## config.mk

```make
export PLATFORM = sky130hd
export DESIGN_NAME = pong_flow_ctrl
export DESIGN_NICKNAME = d
export VERILOG_FILES = /design/src/rtl/pong_flow_ctrl.sv
export SDC_FILE = /design/constraint.sdc
export NUM_CORES = 1
export LEC_CHECK = 0
export BUFFER_PORTS_ARGS = -buffer_cell sky130_fd_sc_hd__buf_2
export CELL_PAD_IN_SITES_DETAIL_PLACEMENT = 1
export CELL_PAD_IN_SITES_GLOBAL_PLACEMENT = 2
export CORE_ASPECT_RATIO = 2
export CORE_MARGIN = 10
export CORE_UTILIZATION = 36
export DETAILED_ROUTE_END_ITERATION = 7
export PLACE_DENSITY = 0.91
export SLEW_MARGIN = 30
export SYNTH_ARGS = -nofsm -noshare
export SYNTH_HDL_FRONTEND = slang
export SYNTH_SLANG_ARGS = --single-unit
```

## constraint.sdc

```tcl
create_clock -name clk -period 4.2 [get_ports clk]
set_input_delay 0.42 -clock clk [delete_from_list [all_inputs] [get_ports clk]]
set_output_delay 0.42 -clock clk [all_outputs]
set_load 0.02 [all_outputs]
```

## src/rtl/pong_flow_ctrl.sv

```systemverilog
module pong_flow_ctrl #(
  parameter int TICKS = 120,
  parameter int BALLS = 4,
  localparam int TW = $clog2(TICKS + 1),
  localparam int BW = $clog2(BALLS + 1)
) (
  input  logic          clk,
  input  logic          rst_n,
  input  logic          btn,
  input  logic          auto_sw,
  input  logic          hit,
  input  logic          miss,
  input  logic          tick60,
  output logic [2:0]    state_o,
  output logic          freeze_o,
  output logic          scene_on_o,
  output logic [1:0]    msg_sel_o,
  output logic [3:0]    score_tens_o,
  output logic [3:0]    score_ones_o,
  output logic [BW-1:0] balls_o
);

  typedef enum logic [2:0] {
    S_NEW  = 3'd0,
    S_PLAY = 3'd1,
    S_AUTO = 3'd2,
    S_BALL = 3'd3,
    S_OVER = 3'd4
  } st_t;

  st_t           st, nxt;
  logic          btn_q, auto_q;
  logic [TW-1:0] tmr;
  logic [3:0]    ones, tens;
  logic [BW-1:0] balls;

  wire press     = btn & ~btn_q;
  wire done      = (tmr == '0);
  wire playing   = (st == S_PLAY) || (st == S_AUTO);
  wire lose      = playing & miss;
  wire score_inc = playing & hit & ~miss;
  wire start     = (st == S_NEW) & press;
  wire last      = (balls == BW'(1));

  always_comb begin
    nxt = st;
    case (st)
      S_NEW:          if (press)         nxt = auto_sw ? S_AUTO : S_PLAY;
      S_PLAY, S_AUTO: if (miss)          nxt = last ? S_OVER : S_BALL;
      S_BALL:         if (done && press) nxt = auto_q ? S_AUTO : S_PLAY;
      S_OVER:         if (done)          nxt = S_NEW;
      default:                           nxt = S_NEW;
    endcase
  end

  always_ff @(posedge clk or negedge rst_n) begin
    if (!rst_n) begin
      st     <= S_NEW;
      btn_q  <= 1'b0;
      auto_q <= 1'b0;
    end else begin
      st    <= nxt;
      btn_q <= btn;
      if (start) auto_q <= auto_sw;
    end
  end

  always_ff @(posedge clk or negedge rst_n) begin
    if (!rst_n)               tmr <= '0;
    else if (lose)            tmr <= TW'(TICKS);
    else if (tick60 && !done) tmr <= tmr - TW'(1);
  end

  always_ff @(posedge clk or negedge rst_n) begin
    if (!rst_n) begin
      ones <= 4'd0;
      tens <= 4'd0;
    end else if (start) begin
      ones <= 4'd0;
      tens <= 4'd0;
    end else if (score_inc) begin
      if (ones == 4'd9) begin
        ones <= 4'd0;
        tens <= (tens == 4'd9) ? 4'd0 : tens + 4'd1;
      end else begin
        ones <= ones + 4'd1;
      end
    end
  end

  always_ff @(posedge clk or negedge rst_n) begin
    if (!rst_n)     balls <= BW'(BALLS);
    else if (start) balls <= BW'(BALLS);
    else if (lose)  balls <= balls - BW'(1);
  end

  assign state_o      = st;
  assign freeze_o     = (st == S_NEW) || (st == S_BALL) || (st == S_OVER);
  assign scene_on_o   = (st != S_NEW);
  assign msg_sel_o    = (st == S_NEW)  ? 2'd1 :
                        (st == S_BALL) ? 2'd2 :
                        (st == S_OVER) ? 2'd3 : 2'd0;
  assign score_tens_o = tens;
  assign score_ones_o = ones;
  assign balls_o      = balls;

endmodule

```

==> run_summary.xml, run 1 <==
<?xml version="1.0" encoding="UTF-8"?>
<metrics>
  <group name="worst_setup_path">
    <metric name="critical_path.cell_chain" unit="">xor2_1, nand2_2, or4b_1, a31oi_1</metric>
    <metric name="critPathLaunchType" unit="">flop</metric>
    <metric name="worst_ep_required_time" unit="ps">4380</metric>
    <metric name="crit_path_max_fanout" unit="">15</metric>
    <metric name="reg2reg_depth" unit="">4</metric>
    <metric name="slowest_stage" unit="">sky130_fd_sc_hd__dfrtp_1</metric>
    <metric name="crit_buf_inv" unit="">0</metric>
    <metric name="criticalPathCategory" unit="">flop to flop</metric>
    <metric name="max_stage_delay" unit="ps">630</metric>
    <metric name="crit_path_end_kind" unit="">flop</metric>
    <metric name="cpLargestDelayFamily" unit="">simple AND/OR/NAND/NOR gates</metric>
    <metric name="cp.depth" unit="">4</metric>
    <metric name="critical_path_arrival" unit="ps">2120</metric>
  </group>
  <group name="placed_design">
    <metric name="place.gp.congestion" unit="">0.741</metric>
    <metric name="port_buffers" unit="">24</metric>
    <metric name="preCtsSetupSlack" unit="ps">2290</metric>
    <metric name="post-dp-hpwl" unit="µm">2950</metric>
    <metric name="placed_cell_area" unit="mm²">0.00156</metric>
  </group>
  <group name="cts">
    <metric name="tritoncts.num_buffers" unit="">3</metric>
    <metric name="cts_max_path_buffers" unit="">2</metric>
    <metric name="post_cts_hold_buffer_count" unit="">0</metric>
    <metric name="clk_transition_reported_paths" unit="ps">80</metric>
    <metric name="htree_num_levels" unit="">1</metric>
    <metric name="cts_tree" unit="">done</metric>
    <metric name="clock-sinks" unit="">23</metric>
    <metric name="clk_latency" unit="ps">270</metric>
    <metric name="post_cts.repair.setup_buffers" unit="">0</metric>
    <metric name="ctsResizeCount" unit="">0</metric>
    <metric name="cts_root_buffer" unit="">sky130_fd_sc_hd__clkbuf_8</metric>
  </group>
  <group name="sta">
    <metric name="finalHoldViolations" unit="">0</metric>
    <metric name="timing.final.crit_period" unit="ps">1930</metric>
    <metric name="max-slew-margin-rel" unit="%">50.7</metric>
    <metric name="setup_total_negative_slack" unit="ps">0</metric>
    <metric name="setup_viol" unit="">0</metric>
    <metric name="slew_violations" unit="">0</metric>
    <metric name="post-route-period-util" unit="%">46.0</metric>
    <metric name="setup_slack" unit="ps">2270</metric>
    <metric name="fmax" unit="MHz">518</metric>
    <metric name="timing_worst_slew_pin_value" unit="ps">738</metric>
    <metric name="worst_clock_skew" unit="ps">7.42</metric>
    <metric name="rsz0062_at_grt" unit="">false</metric>
  </group>
  <group name="final_layout">
    <metric name="utilization_after_layout" unit="%">42.3</metric>
    <metric name="layout-area-overhead-vs-synth" unit="%">15.0</metric>
    <metric name="nets" unit="">190</metric>
    <metric name="final_design_area_no_fill" unit="mm²">0.00161</metric>
    <metric name="antenna-diode-count" unit="">0</metric>
    <metric name="drive_above_1_share" unit="%">19.5</metric>
  </group>
  <group name="global_route">
    <metric name="grt_first_pass_wirelength" unit="µm">6260</metric>
    <metric name="grt_antenna_before_repair" unit="">0</metric>
    <metric name="grt_overflow" unit="">0</metric>
    <metric name="via_count_of_the_first_global_routing_pass" unit="">1319</metric>
    <metric name="global_route.usage.total" unit="%">11.1</metric>
    <metric name="largest_net_degree_at_the_start_of_global_routing" unit="">24</metric>
  </group>
  <group name="job">
    <metric name="drv.max_cap_violation_count" unit="">0</metric>
  </group>
  <group name="worst_hold_path">
    <metric name="hp-class" unit="">input port to async pin</metric>
  </group>
  <group name="die">
    <metric name="design.die.area" unit="mm²">0.00693</metric>
    <metric name="die_x" unit="µm">64.1</metric>
    <metric name="ioPinCount" unit="">25</metric>
    <metric name="die_height" unit="µm">108</metric>
    <metric name="rows" unit="">32</metric>
    <metric name="initial_util" unit="%">36.7</metric>
    <metric name="fp.coreArea" unit="mm²">0.00380</metric>
  </group>
  <group name="yosys">
    <metric name="combined_area_of_all_synthesized_cells" unit="mm²">0.00140</metric>
    <metric name="biggest_area_consumer_among_synthesized_cells" unit="">sky130_fd_sc_hd__dfrtp_1</metric>
    <metric name="synth.ff_latch_count" unit="">23</metric>
    <metric name="yosys.area.top_type_share" unit="%">39.4</metric>
    <metric name="synth_nets" unit="">166</metric>
    <metric name="synth.top_cells.by_area" unit="">sky130_fd_sc_hd__dfrtp_1 39%, sky130_fd_sc_hd__ha_1 7.2%, sky130_fd_sc_hd__mux2i_1 5.0%</metric>
    <metric name="dominantRegCellSynth" unit="">sky130_fd_sc_hd__dfrtp_1</metric>
    <metric name="number_of_unique_standard_cell_types_used_by_synthesis" unit="">40</metric>
    <metric name="synth.avg_cell_area" unit="µm²">9.26</metric>
    <metric name="ys_seq_area_share" unit="%">41.3</metric>
    <metric name="synthArstFlopShare" unit="%">100</metric>
    <metric name="yosys-top-cells-count" unit="">22 x sky130_fd_sc_hd__dfrtp_1, 18 x sky130_fd_sc_hd__nor2_1, 15 x sky130_fd_sc_hd__nand2_1</metric>
    <metric name="synth_most_common_cell" unit="">sky130_fd_sc_hd__dfrtp_1</metric>
    <metric name="yosys_warnings" unit="">0</metric>
    <metric name="synth_cells" unit="">151</metric>
    <metric name="number_of_synthesized_flops_with_an_enable_pin" unit="">0</metric>
  </group>
  <group name="drt">
    <metric name="drcViolationCount" unit="">0</metric>
    <metric name="finalWirelength" unit="µm">3710</metric>
    <metric name="route.detailed.wl_per_inst" unit="µm">16.5</metric>
    <metric name="drt-pass1-iter-count" unit="">2</metric>
    <metric name="avgViaCountPerCell" unit="">5.43</metric>
    <metric name="routed_vias" unit="">1222</metric>
    <metric name="dr.first_iter.drc_count" unit="">26</metric>
    <metric name="postRouteAntennaNets" unit="">0</metric>
  </group>
  <group name="power">
    <metric name="cellLeakagePower" unit="nW">0.723</metric>
    <metric name="power_per_cell_area" unit="mW/mm²">673</metric>
    <metric name="power.ir.vdd_worst" unit="mV">0.352</metric>
  </group>
  <group name="status">
    <metric name="status" unit="">complete, no violations</metric>
  </group>
</metrics>
## metrics by stage
step                      power [W]  cells  hold slack (ps)
after global routing        0.00118    225              156
after detailed placement   0.000951    221              436
after floorplan            0.000771    151              124
final                       0.00108    225              118
after global placement     0.000920    221              434
after CTS                   0.00110    225              142
## layout by cell type, fill, tap and decap left out, types with 2 or more instances in the layout
| master | n |
|---|---|
| sky130_fd_sc_hd__mux2i_1 | 7 |
| sky130_fd_sc_hd__a41oi_1 | 2 |
| sky130_fd_sc_hd__inv_1 | 8 |
| sky130_fd_sc_hd__nor3_1 | 2 |
| sky130_fd_sc_hd__dfrtp_1 | 22 |
| sky130_fd_sc_hd__o21ai_0 | 7 |
| sky130_fd_sc_hd__nand2_1 | 15 |
| sky130_fd_sc_hd__nand3b_1 | 5 |
| sky130_fd_sc_hd__nand2b_1 | 4 |
| sky130_fd_sc_hd__nor3b_1 | 2 |
| sky130_fd_sc_hd__clkbuf_8 | 3 |
| sky130_fd_sc_hd__buf_2 | 24 |
| sky130_fd_sc_hd__and2_1 | 2 |
| sky130_fd_sc_hd__or4_1 | 2 |
| sky130_fd_sc_hd__xnor2_1 | 2 |
| sky130_fd_sc_hd__nor2b_1 | 2 |
| sky130_fd_sc_hd__ha_1 | 8 |
| sky130_fd_sc_hd__and3b_1 | 2 |
| sky130_fd_sc_hd__a31oi_1 | 2 |
| sky130_fd_sc_hd__nand3_1 | 10 |
| sky130_fd_sc_hd__nor2_1 | 18 |
| sky130_fd_sc_hd__a21oi_1 | 3 |
| sky130_fd_sc_hd__xor2_1 | 4 |
## metal layers
metal	GRT usage, %	wire length [µm]
met5	0	0
met4	5.03	112
met3	2.38	154
met2	22.2	2100
met1	9.92	1350
## where the power goes
group / total (W) / switching, W / internal [W] / leakage [nW]
logic: 0.000526 / 0.000322 / 0.000204 / 0.422
clock network: 0.000143 / 0.0000765 / 0.0000664 / 0.0255
registers: 0.000413 / 0.000114 / 0.000299 / 0.275
## worst register-to-register path, cell delays in order, from the launching register on
cell and delay, ps:
sky130_fd_sc_hd__dfrtp_1 630, sky130_fd_sc_hd__xor2_1 360, sky130_fd_sc_hd__nand2_2 140, sky130_fd_sc_hd__or4b_1 530, sky130_fd_sc_hd__a31oi_1 190
## final timing paths
check                           start         endpoint  slack [ps]
min in group clk                  btn            btn_q         290
min                             rst_n            btn_q         120
min reg2reg                    auto_q           auto_q         530
max                        state_o[1]  score_ones_o[3]        2270
max in group asynchronous       rst_n       balls_o[2]        3720
max reg2reg                state_o[1]  score_ones_o[3]        2270
## sequential cells by signal, summed over array words and instances, names as in the netlist
name,count
tmr,7
score_ones_o,4
score_tens_o,4
balls_o,3
state_o,3
auto_q,1
btn_q,1
## cell type report
type / instances / area (µm²)
inverter: 8 / 30.0
fill: 467 / 2200
clock inverter: 1 / 5.00
sequential: 23 / 577
clock buffer: 3 / 41.3
tap: 51 / 63.8
multi-input combinational: 115 / 771
timing repair buffer: 24 / 120
## kinds of logic (layout without fill, tap and decap cells)
group | Yosys count | after routing | synth area share [%]
simple gates | 71 | 71 | 27.8
compound gates | 23 | 23 | 11.5
flops | 23 | 23 | 41.3
buf+inv | 13 | 36 | 3.58
fa+ha+maj | 8 | 8 | 7.16
mux | 7 | 7 | 5.01
xor+xnor | 6 | 6 | 3.76
Power figures use the tool's default switching activity.
==> run 2: changes to the inputs <==
Settings changed: ABC_AREA set to 1, CORE_UTILIZATION 36 to 32, PLACE_DENSITY 0.91 to 0.87.
Clock period 4.2 ns to 1.9 ns, I/O delays scaled along.
==> run 2 against run 1 <==
Worst hold slack lost 79 ps. Register-to-register slack lost 1800 ps. Via count grew 7.1%. Highest routed layer unchanged. Clock skew shrank 4.2 ps. Largest power group unchanged. Die area grew 15%. Sequential share of layout area shrank 2.6 points.
==> run_summary.xml, run 2 <==
<?xml version="1.0" encoding="UTF-8"?>
<metrics>
  <group name="status">
    <metric name="status" unit="">complete, no violations</metric>
  </group>
  <group name="final_layout">
    <metric name="drive_above_1_share" unit="%">22.2</metric>
    <metric name="antenna-diode-count" unit="">0</metric>
    <metric name="max_flop_register" unit="">tmr</metric>
    <metric name="layout-area-overhead-vs-synth" unit="%">16.5</metric>
    <metric name="largest_register_ffs" unit="">7</metric>
    <metric name="nets" unit="">237</metric>
    <metric name="final_design_area_no_fill" unit="mm²">0.00173</metric>
    <metric name="layout.filler_cells" unit="">591</metric>
    <metric name="mostFrequentLayoutCell" unit="">sky130_fd_sc_hd__nand2_1</metric>
    <metric name="mostFrequentLayoutCells" unit="">62 x sky130_fd_sc_hd__nand2_1, 24 x sky130_fd_sc_hd__buf_2, 22 x sky130_fd_sc_hd__inv_1, 22 x sky130_fd_sc_hd__dfrtp_1, 19 x sky130_fd_sc_hd__nand3_1</metric>
  </group>
  <group name="cts">
    <metric name="post_cts.repair.setup_buffers" unit="">0</metric>
    <metric name="clk_latency" unit="ps">270</metric>
    <metric name="htree_num_levels" unit="">1</metric>
    <metric name="clock-sinks" unit="">23</metric>
    <metric name="clk_transition_reported_paths" unit="ps">90</metric>
    <metric name="cts_root_buffer" unit="">sky130_fd_sc_hd__clkbuf_8</metric>
    <metric name="cts_max_path_buffers" unit="">2</metric>
    <metric name="cts_tree" unit="">done</metric>
    <metric name="tritoncts.num_buffers" unit="">3</metric>
  </group>
  <group name="sta">
    <metric name="post-route-period-util" unit="%">85.5</metric>
    <metric name="slew_violations" unit="">0</metric>
    <metric name="timing_worst_slew_pin_value" unit="ps">569</metric>
    <metric name="fmax" unit="MHz">615</metric>
    <metric name="setup_total_negative_slack" unit="ps">0</metric>
    <metric name="finalHoldViolations" unit="">0</metric>
    <metric name="worst_clock_skew" unit="ps">3.21</metric>
    <metric name="max-slew-margin-rel" unit="%">62.1</metric>
    <metric name="setup_slack" unit="ps">275</metric>
    <metric name="rsz0062_at_grt" unit="">false</metric>
    <metric name="setup_viol" unit="">0</metric>
    <metric name="timing.final.crit_period" unit="ps">1620</metric>
  </group>
  <group name="worst_setup_path">
    <metric name="critPathLaunchType" unit="">flop</metric>
    <metric name="crit_path_end_kind" unit="">primary output</metric>
    <metric name="cpMostUsedCell" unit="">sky130_fd_sc_hd__nand2_1</metric>
    <metric name="critical_path_arrival" unit="ps">1430</metric>
    <metric name="max_stage_delay" unit="ps">460</metric>
    <metric name="r2r_setup_slack" unit="ps">470</metric>
    <metric name="critical_path.cell_chain" unit="">nor2_4, nand2_1, nand2_2, inv_2, nand2_1, buf_2</metric>
    <metric name="crit_path_max_fanout" unit="">6</metric>
    <metric name="slowest_stage" unit="">sky130_fd_sc_hd__dfrtp_1</metric>
    <metric name="criticalPathCategory" unit="">flop to primary output</metric>
    <metric name="worst_ep_required_time" unit="ps">1710</metric>
  </group>
  <group name="drt">
    <metric name="dr.first_iter.drc_count" unit="">42</metric>
    <metric name="route.detailed.wl_per_inst" unit="µm">14.1</metric>
    <metric name="routed_vias" unit="">1309</metric>
    <metric name="avgViaCountPerCell" unit="">4.74</metric>
    <metric name="finalWirelength" unit="µm">3900</metric>
    <metric name="drt-pass1-iter-count" unit="">4</metric>
    <metric name="drcViolationCount" unit="">0</metric>
    <metric name="postRouteAntennaNets" unit="">0</metric>
  </group>
  <group name="yosys">
    <metric name="yosys.area.top_type_share" unit="%">37.0</metric>
    <metric name="synthArstFlopShare" unit="%">100</metric>
    <metric name="synth_most_common_cell" unit="">sky130_fd_sc_hd__nand2_1</metric>
    <metric name="number_of_synthesized_flops_with_an_enable_pin" unit="">0</metric>
    <metric name="combined_area_of_all_synthesized_cells" unit="mm²">0.00149</metric>
    <metric name="yosys_warnings" unit="">0</metric>
    <metric name="synth.avg_cell_area" unit="µm²">7.74</metric>
    <metric name="synth_cells" unit="">192</metric>
    <metric name="number_of_unique_standard_cell_types_used_by_synthesis" unit="">24</metric>
    <metric name="synth.top_cells.by_area" unit="">sky130_fd_sc_hd__dfrtp_1 37%, sky130_fd_sc_hd__nand2_1 16%, sky130_fd_sc_hd__ha_1 6.7%</metric>
    <metric name="synth_nets" unit="">207</metric>
    <metric name="ys_seq_area_share" unit="%">38.8</metric>
    <metric name="yosys-top-cells-count" unit="">62 x sky130_fd_sc_hd__nand2_1, 22 x sky130_fd_sc_hd__dfrtp_1, 22 x sky130_fd_sc_hd__inv_1</metric>
    <metric name="biggest_area_consumer_among_synthesized_cells" unit="">sky130_fd_sc_hd__dfrtp_1</metric>
    <metric name="synth.ff_latch_count" unit="">23</metric>
    <metric name="dominantRegCellSynth" unit="">sky130_fd_sc_hd__dfrtp_1</metric>
  </group>
  <group name="global_route">
    <metric name="largest_net_degree_at_the_start_of_global_routing" unit="">24</metric>
    <metric name="grt_first_pass_wirelength" unit="µm">6360</metric>
    <metric name="global_route.usage.total" unit="%">10.5</metric>
    <metric name="grt_overflow" unit="">0</metric>
    <metric name="grt_antenna_before_repair" unit="">0</metric>
    <metric name="via_count_of_the_first_global_routing_pass" unit="">1402</metric>
  </group>
  <group name="die">
    <metric name="fp.coreArea" unit="mm²">0.00455</metric>
    <metric name="rows" unit="">35</metric>
    <metric name="die_height" unit="µm">116</metric>
    <metric name="ioPinCount" unit="">25</metric>
    <metric name="design.die.area" unit="mm²">0.00794</metric>
    <metric name="initial_util" unit="%">32.6</metric>
    <metric name="die_x" unit="µm">68.2</metric>
  </group>
  <group name="job">
    <metric name="drv.max_cap_violation_count" unit="">0</metric>
  </group>
  <group name="power">
    <metric name="power.ir.vdd_worst" unit="mV">0.865</metric>
    <metric name="power_per_cell_area" unit="mW/mm²">1810</metric>
    <metric name="cellLeakagePower" unit="nW">0.952</metric>
  </group>
  <group name="placed_design">
    <metric name="place.gp.congestion" unit="">0.717</metric>
    <metric name="preCtsSetupSlack" unit="ps">473</metric>
    <metric name="placed_cell_area" unit="mm²">0.00168</metric>
    <metric name="post-dp-hpwl" unit="µm">3230</metric>
    <metric name="port_buffers" unit="">24</metric>
  </group>
  <group name="worst_hold_path">
    <metric name="hp-class" unit="">input port to flop</metric>
  </group>
</metrics>
run 2: cell count changes after synthesis, moves of 4 or more:
cell,change
sky130_fd_sc_hd__inv_1,+14
sky130_fd_sc_hd__nand2_1,+47
sky130_fd_sc_hd__nand2_4,+4
sky130_fd_sc_hd__o21ai_0,+4
sky130_fd_sc_hd__clkbuf_1,-4
sky130_fd_sc_hd__nand3_1,+9
sky130_fd_sc_hd__nand2b_1,-4
sky130_fd_sc_hd__mux2i_1,-7
sky130_fd_sc_hd__nand3b_1,-4
run 2: worst paths after layout:
path | from | to | depth (start not counted)
setup / recovery | state_o[0] | freeze_o | 6
setup reg to reg | state_o[2] | score_tens_o[1] | 8
hold reg to reg | balls_o[2] | balls_o[2] | 2
max in group asynchronous | rst_n | balls_o[2] | 2
hold / removal | btn | btn_q | 1
min in group asynchronous | rst_n | state_o[1] | 2
run 2: cells by family (layout without fill, tap and decap cells):
kind of cell,after synthesis,after routing,share of synthesized area (%)
AOI/OAI and AO/OA,13,13,4.46
DFF,23,23,38.8
and+or+nand+nor,117,117,39.6
adders and majority gates,8,8,6.73
buffers and inverters,26,55,7.49
xor gates and xnor gates,5,5,2.95
run 2: repair_timing:
item | in CTS | in global routing
resized for setup | 0 | 0
hold buffers | 1 | 0
hold endpoints to repair | 22 | 0
run 2: power by group:
group | switching [W] | internal (W) | total, W
sequential | 0.000234 | 0.000712 | 0.000946
combinational | 0.00122 | 0.000651 | 0.00187
clock | 0.000170 | 0.000147 | 0.000317
total | 0.00162 | 0.00151 | 0.00313
run 2: critical path, delay by kind of cell (launching register included):
kind,cells,cell delay [ps]
and+or+nand+nor,4,500
DFF,1,460
buffers and inverters,2,200
run 2: per-stage QoR:
stage	cells	total power, W	hold slack [ps]	util, %
after detailed placement	271	0.00287	212	36.8
after global routing	276	0.00346	33.7	38.0
after CTS	276	0.00320	34.0	38.0
after floorplan	192	0.00231	-106	-
final	276	0.00313	39.2	38.0
after global placement	271	0.00285	208	36.8
run 2: layout make-up:
class	instances	area [µm²]	area share, %
timing repair buffer	25	130	7.51
sequential	23	577	33.3
clock inverter	1	5.00	0.289
tap	55	68.8	3.97
inverter	26	111	6.43
clock buffer	3	41.3	2.38
multi-input combinational	143	798	46.1
run 2: routing by layer:
| layer | routed length [µm] | vias up | track usage [%] |
|---|---|---|---|
| met1 | 1360 | 631 | 9.50 |
| met5 | 0 | - | 0 |
| met2 | 2400 | 15 | 21.2 |
| li1 | - | 659 | - |
| met4 | 46 | 0 | 3.64 |
| met3 | 96 | 4 | 1.73 |
==> run 3: changes to the inputs <==
Settings changed: CELL_PAD_IN_SITES_GLOBAL_PLACEMENT 2 to 1, CORE_UTILIZATION 32 to 40, PLACE_DENSITY 0.87 to 0.86.
==> run 3 against run 2 <==
Worst setup slack gained 18 ps. Sequential share of layout area is essentially flat. First-iteration DRC count decreased by 48%. Maximum frequency is 1.1% higher. Worst hold slack worse by 11 ps. Routed wire length is 4.5% lower. Register-to-register slack better by 20 ps. Non-clock buffer count increased by 1. Critical path depth unchanged. Via count increased by 1.3%. Flip-flop and latch count stayed put. Critical path type unchanged.
==> run_summary.xml, run 3 (same netlist as run 2, synthesis figures left out) <==
<?xml version="1.0" encoding="UTF-8"?>
<metrics>
  <group name="die">
    <metric name="die_height" unit="µm">106</metric>
    <metric name="fp.coreArea" unit="mm²">0.00361</metric>
    <metric name="rows" unit="">31</metric>
    <metric name="initial_util" unit="%">41.2</metric>
    <metric name="ioPinCount" unit="">25</metric>
    <metric name="design.die.area" unit="mm²">0.00670</metric>
    <metric name="die_x" unit="µm">63.1</metric>
  </group>
  <group name="cts">
    <metric name="cts_tree" unit="">done</metric>
    <metric name="clk_transition_reported_paths" unit="ps">90</metric>
    <metric name="cts_max_path_buffers" unit="">2</metric>
    <metric name="clk_latency" unit="ps">270</metric>
    <metric name="htree_num_levels" unit="">1</metric>
    <metric name="cts_root_buffer" unit="">sky130_fd_sc_hd__clkbuf_8</metric>
    <metric name="tritoncts.num_buffers" unit="">3</metric>
    <metric name="clock-sinks" unit="">23</metric>
  </group>
  <group name="placed_design">
    <metric name="post-dp-hpwl" unit="µm">3110</metric>
    <metric name="place.gp.congestion" unit="">0.743</metric>
    <metric name="port_buffers" unit="">24</metric>
    <metric name="preCtsSetupSlack" unit="ps">479</metric>
    <metric name="dp.cells" unit="">266</metric>
  </group>
  <group name="power">
    <metric name="fraction_of_power_consumed_by_combinational_cells" unit="%">59.5</metric>
    <metric name="total_switching_power" unit="W">0.00162</metric>
    <metric name="p_int" unit="W">0.00152</metric>
    <metric name="p_total" unit="W">0.00314</metric>
    <metric name="power_per_cell_area" unit="mW/mm²">1810</metric>
    <metric name="clock_network_fraction_of_design_power" unit="%">10.2</metric>
    <metric name="switching_share" unit="%">51.7</metric>
    <metric name="power_frac_seq" unit="%">30.3</metric>
    <metric name="power.ir.vdd_worst" unit="mV">0.873</metric>
    <metric name="cellLeakagePower" unit="nW">0.953</metric>
  </group>
  <group name="global_route">
    <metric name="via_count_of_the_first_global_routing_pass" unit="">1490</metric>
    <metric name="largest_net_degree_at_the_start_of_global_routing" unit="">24</metric>
    <metric name="grt_first_pass_wirelength" unit="µm">6560</metric>
    <metric name="global_route.usage.total" unit="%">11.7</metric>
    <metric name="grt_overflow" unit="">0</metric>
    <metric name="grt_antenna_before_repair" unit="">0</metric>
  </group>
  <group name="final_layout">
    <metric name="max_flop_register" unit="">tmr</metric>
    <metric name="fin_cells" unit="">271</metric>
    <metric name="mostFrequentLayoutCells" unit="">62 x sky130_fd_sc_hd__nand2_1, 24 x sky130_fd_sc_hd__buf_2, 22 x sky130_fd_sc_hd__inv_1, 22 x sky130_fd_sc_hd__dfrtp_1, 19 x sky130_fd_sc_hd__nand3_1</metric>
    <metric name="layout.filler_cells" unit="">484</metric>
    <metric name="largest_register_ffs" unit="">7</metric>
    <metric name="nets" unit="">238</metric>
    <metric name="drive_above_1_share" unit="%">22.5</metric>
    <metric name="antenna-diode-count" unit="">0</metric>
    <metric name="layout-area-overhead-vs-synth" unit="%">16.7</metric>
    <metric name="mostFrequentLayoutCell" unit="">sky130_fd_sc_hd__nand2_1</metric>
  </group>
  <group name="worst_setup_path">
    <metric name="critPathLaunchType" unit="">flop</metric>
    <metric name="critical_path.cell_chain" unit="">nor2_4, nand2_1, nand2_2, inv_2, nand2_1, buf_2</metric>
    <metric name="critical_path_arrival" unit="ps">1420</metric>
    <metric name="criticalPathCategory" unit="">flop to primary output</metric>
    <metric name="crit_path_max_fanout" unit="">6</metric>
    <metric name="crit_path_end_kind" unit="">primary output</metric>
    <metric name="cpMostUsedCell" unit="">sky130_fd_sc_hd__nand2_1</metric>
    <metric name="max_stage_delay" unit="ps">460</metric>
    <metric name="cpLargestDelayFamily" unit="">simple AND/OR/NAND/NOR gates</metric>
    <metric name="slowest_stage" unit="">sky130_fd_sc_hd__dfrtp_1</metric>
    <metric name="crit_buf_inv" unit="">2</metric>
    <metric name="worst_ep_required_time" unit="ps">1710</metric>
  </group>
  <group name="sta">
    <metric name="setup_viol" unit="">0</metric>
    <metric name="post-route-period-util" unit="%">84.6</metric>
    <metric name="setup_slack" unit="ps">293</metric>
    <metric name="max-slew-margin-rel" unit="%">64.2</metric>
    <metric name="rsz0062_at_grt" unit="">false</metric>
    <metric name="finalHoldViolations" unit="">0</metric>
    <metric name="worst_clock_skew" unit="ps">11.1</metric>
    <metric name="setup_total_negative_slack" unit="ps">0</metric>
    <metric name="timing.final.crit_period" unit="ps">1610</metric>
    <metric name="slew_violations" unit="">0</metric>
    <metric name="timing_worst_slew_pin_value" unit="ps">537</metric>
    <metric name="fmax" unit="MHz">622</metric>
  </group>
  <group name="drt">
    <metric name="drt-pass1-iter-count" unit="">2</metric>
    <metric name="avgViaCountPerCell" unit="">4.89</metric>
    <metric name="drcViolationCount" unit="">0</metric>
    <metric name="route.detailed.wl_per_inst" unit="µm">13.7</metric>
    <metric name="finalWirelength" unit="µm">3720</metric>
    <metric name="routed_vias" unit="">1326</metric>
    <metric name="dr.first_iter.drc_count" unit="">22</metric>
    <metric name="postRouteAntennaNets" unit="">0</metric>
  </group>
  <group name="status">
    <metric name="status" unit="">complete, no violations</metric>
  </group>
  <group name="job">
    <metric name="drv.max_cap_violation_count" unit="">0</metric>
  </group>
  <group name="worst_hold_path">
    <metric name="hp-class" unit="">input port to flop</metric>
  </group>
</metrics>
run 3: changes by cell type in the layout (fill, tap and decap cells not counted), sizes merged:
cell,change
clkinv,-1
clkinvlp,+1
buf,+1
run 3: routing by layer:
layer / track usage [%] / up-vias / share of wire, %
met2: 23.6 / 20 / 59
met3: 1.79 / 5 / 2.7
li1: - / 662 / -
met1: 11.6 / 639 / 38
met5: 0 / - / 0
met4: 3.38 / 0 / 1.1
run 3: worst paths after layout:
kind	cells after the start	endpoint	slack, ps	startpoint
setup / recovery	6	freeze_o	290	state_o[0]
hold / removal	1	btn_q	30	btn
setup reg to reg	8	state_o[2]	490	tmr[0]
hold reg to reg	2	tmr[6]	540	tmr[6]
max in group asynchronous	2	auto_q	1100	rst_n
min in group asynchronous	2	tmr[5]	430	rst_n
run 3: area by class of cell:
class	count	area, µm²	area share (%)
multi-input cells	143	798	46.0
flip-flops and latches	23	577	33.3
repair buffers	26	138	7.94
inverters	26	111	6.42
well taps	49	61.3	3.54
clock buffers	3	41.3	2.38
clock inverters	1	7.51	0.433
run 3: metrics by stage:
stage | instance area (µm²) | hold WS [ps] | utilization [%]
after floorplan | 1490 | -106 | -
after global placement | 1680 | 205 | 46.4
after detailed placement | 1680 | 207 | 46.4
after CTS | 1730 | 28.7 | 48.1
after global routing | 1730 | 26.9 | 48.1
final | 1730 | 28.2 | 48.1
run 3: repair_timing:
| item | 4_1_cts | 5_1_grt |
|---|---|---|
| hold endpoints to repair | 22 | 0 |
| setup endpoints to repair | 0 | 0 |
| gates resized for setup | 0 | 0 |
| hold buffers | 1 | 0 |
| setup buffers | 0 | 0 |
run 3: power groups by stage:
stage          Sequential [W]  Clock, W  Combinational, W
6_report             0.000952  0.000320           0.00187
5_1_grt              0.000996  0.000346           0.00214
4_1_cts              0.000956  0.000326           0.00192
3_5_place_dp         0.000965         0           0.00190
3_3_place_gp         0.000956         0           0.00186
2_1_floorplan         0.00106         0           0.00125
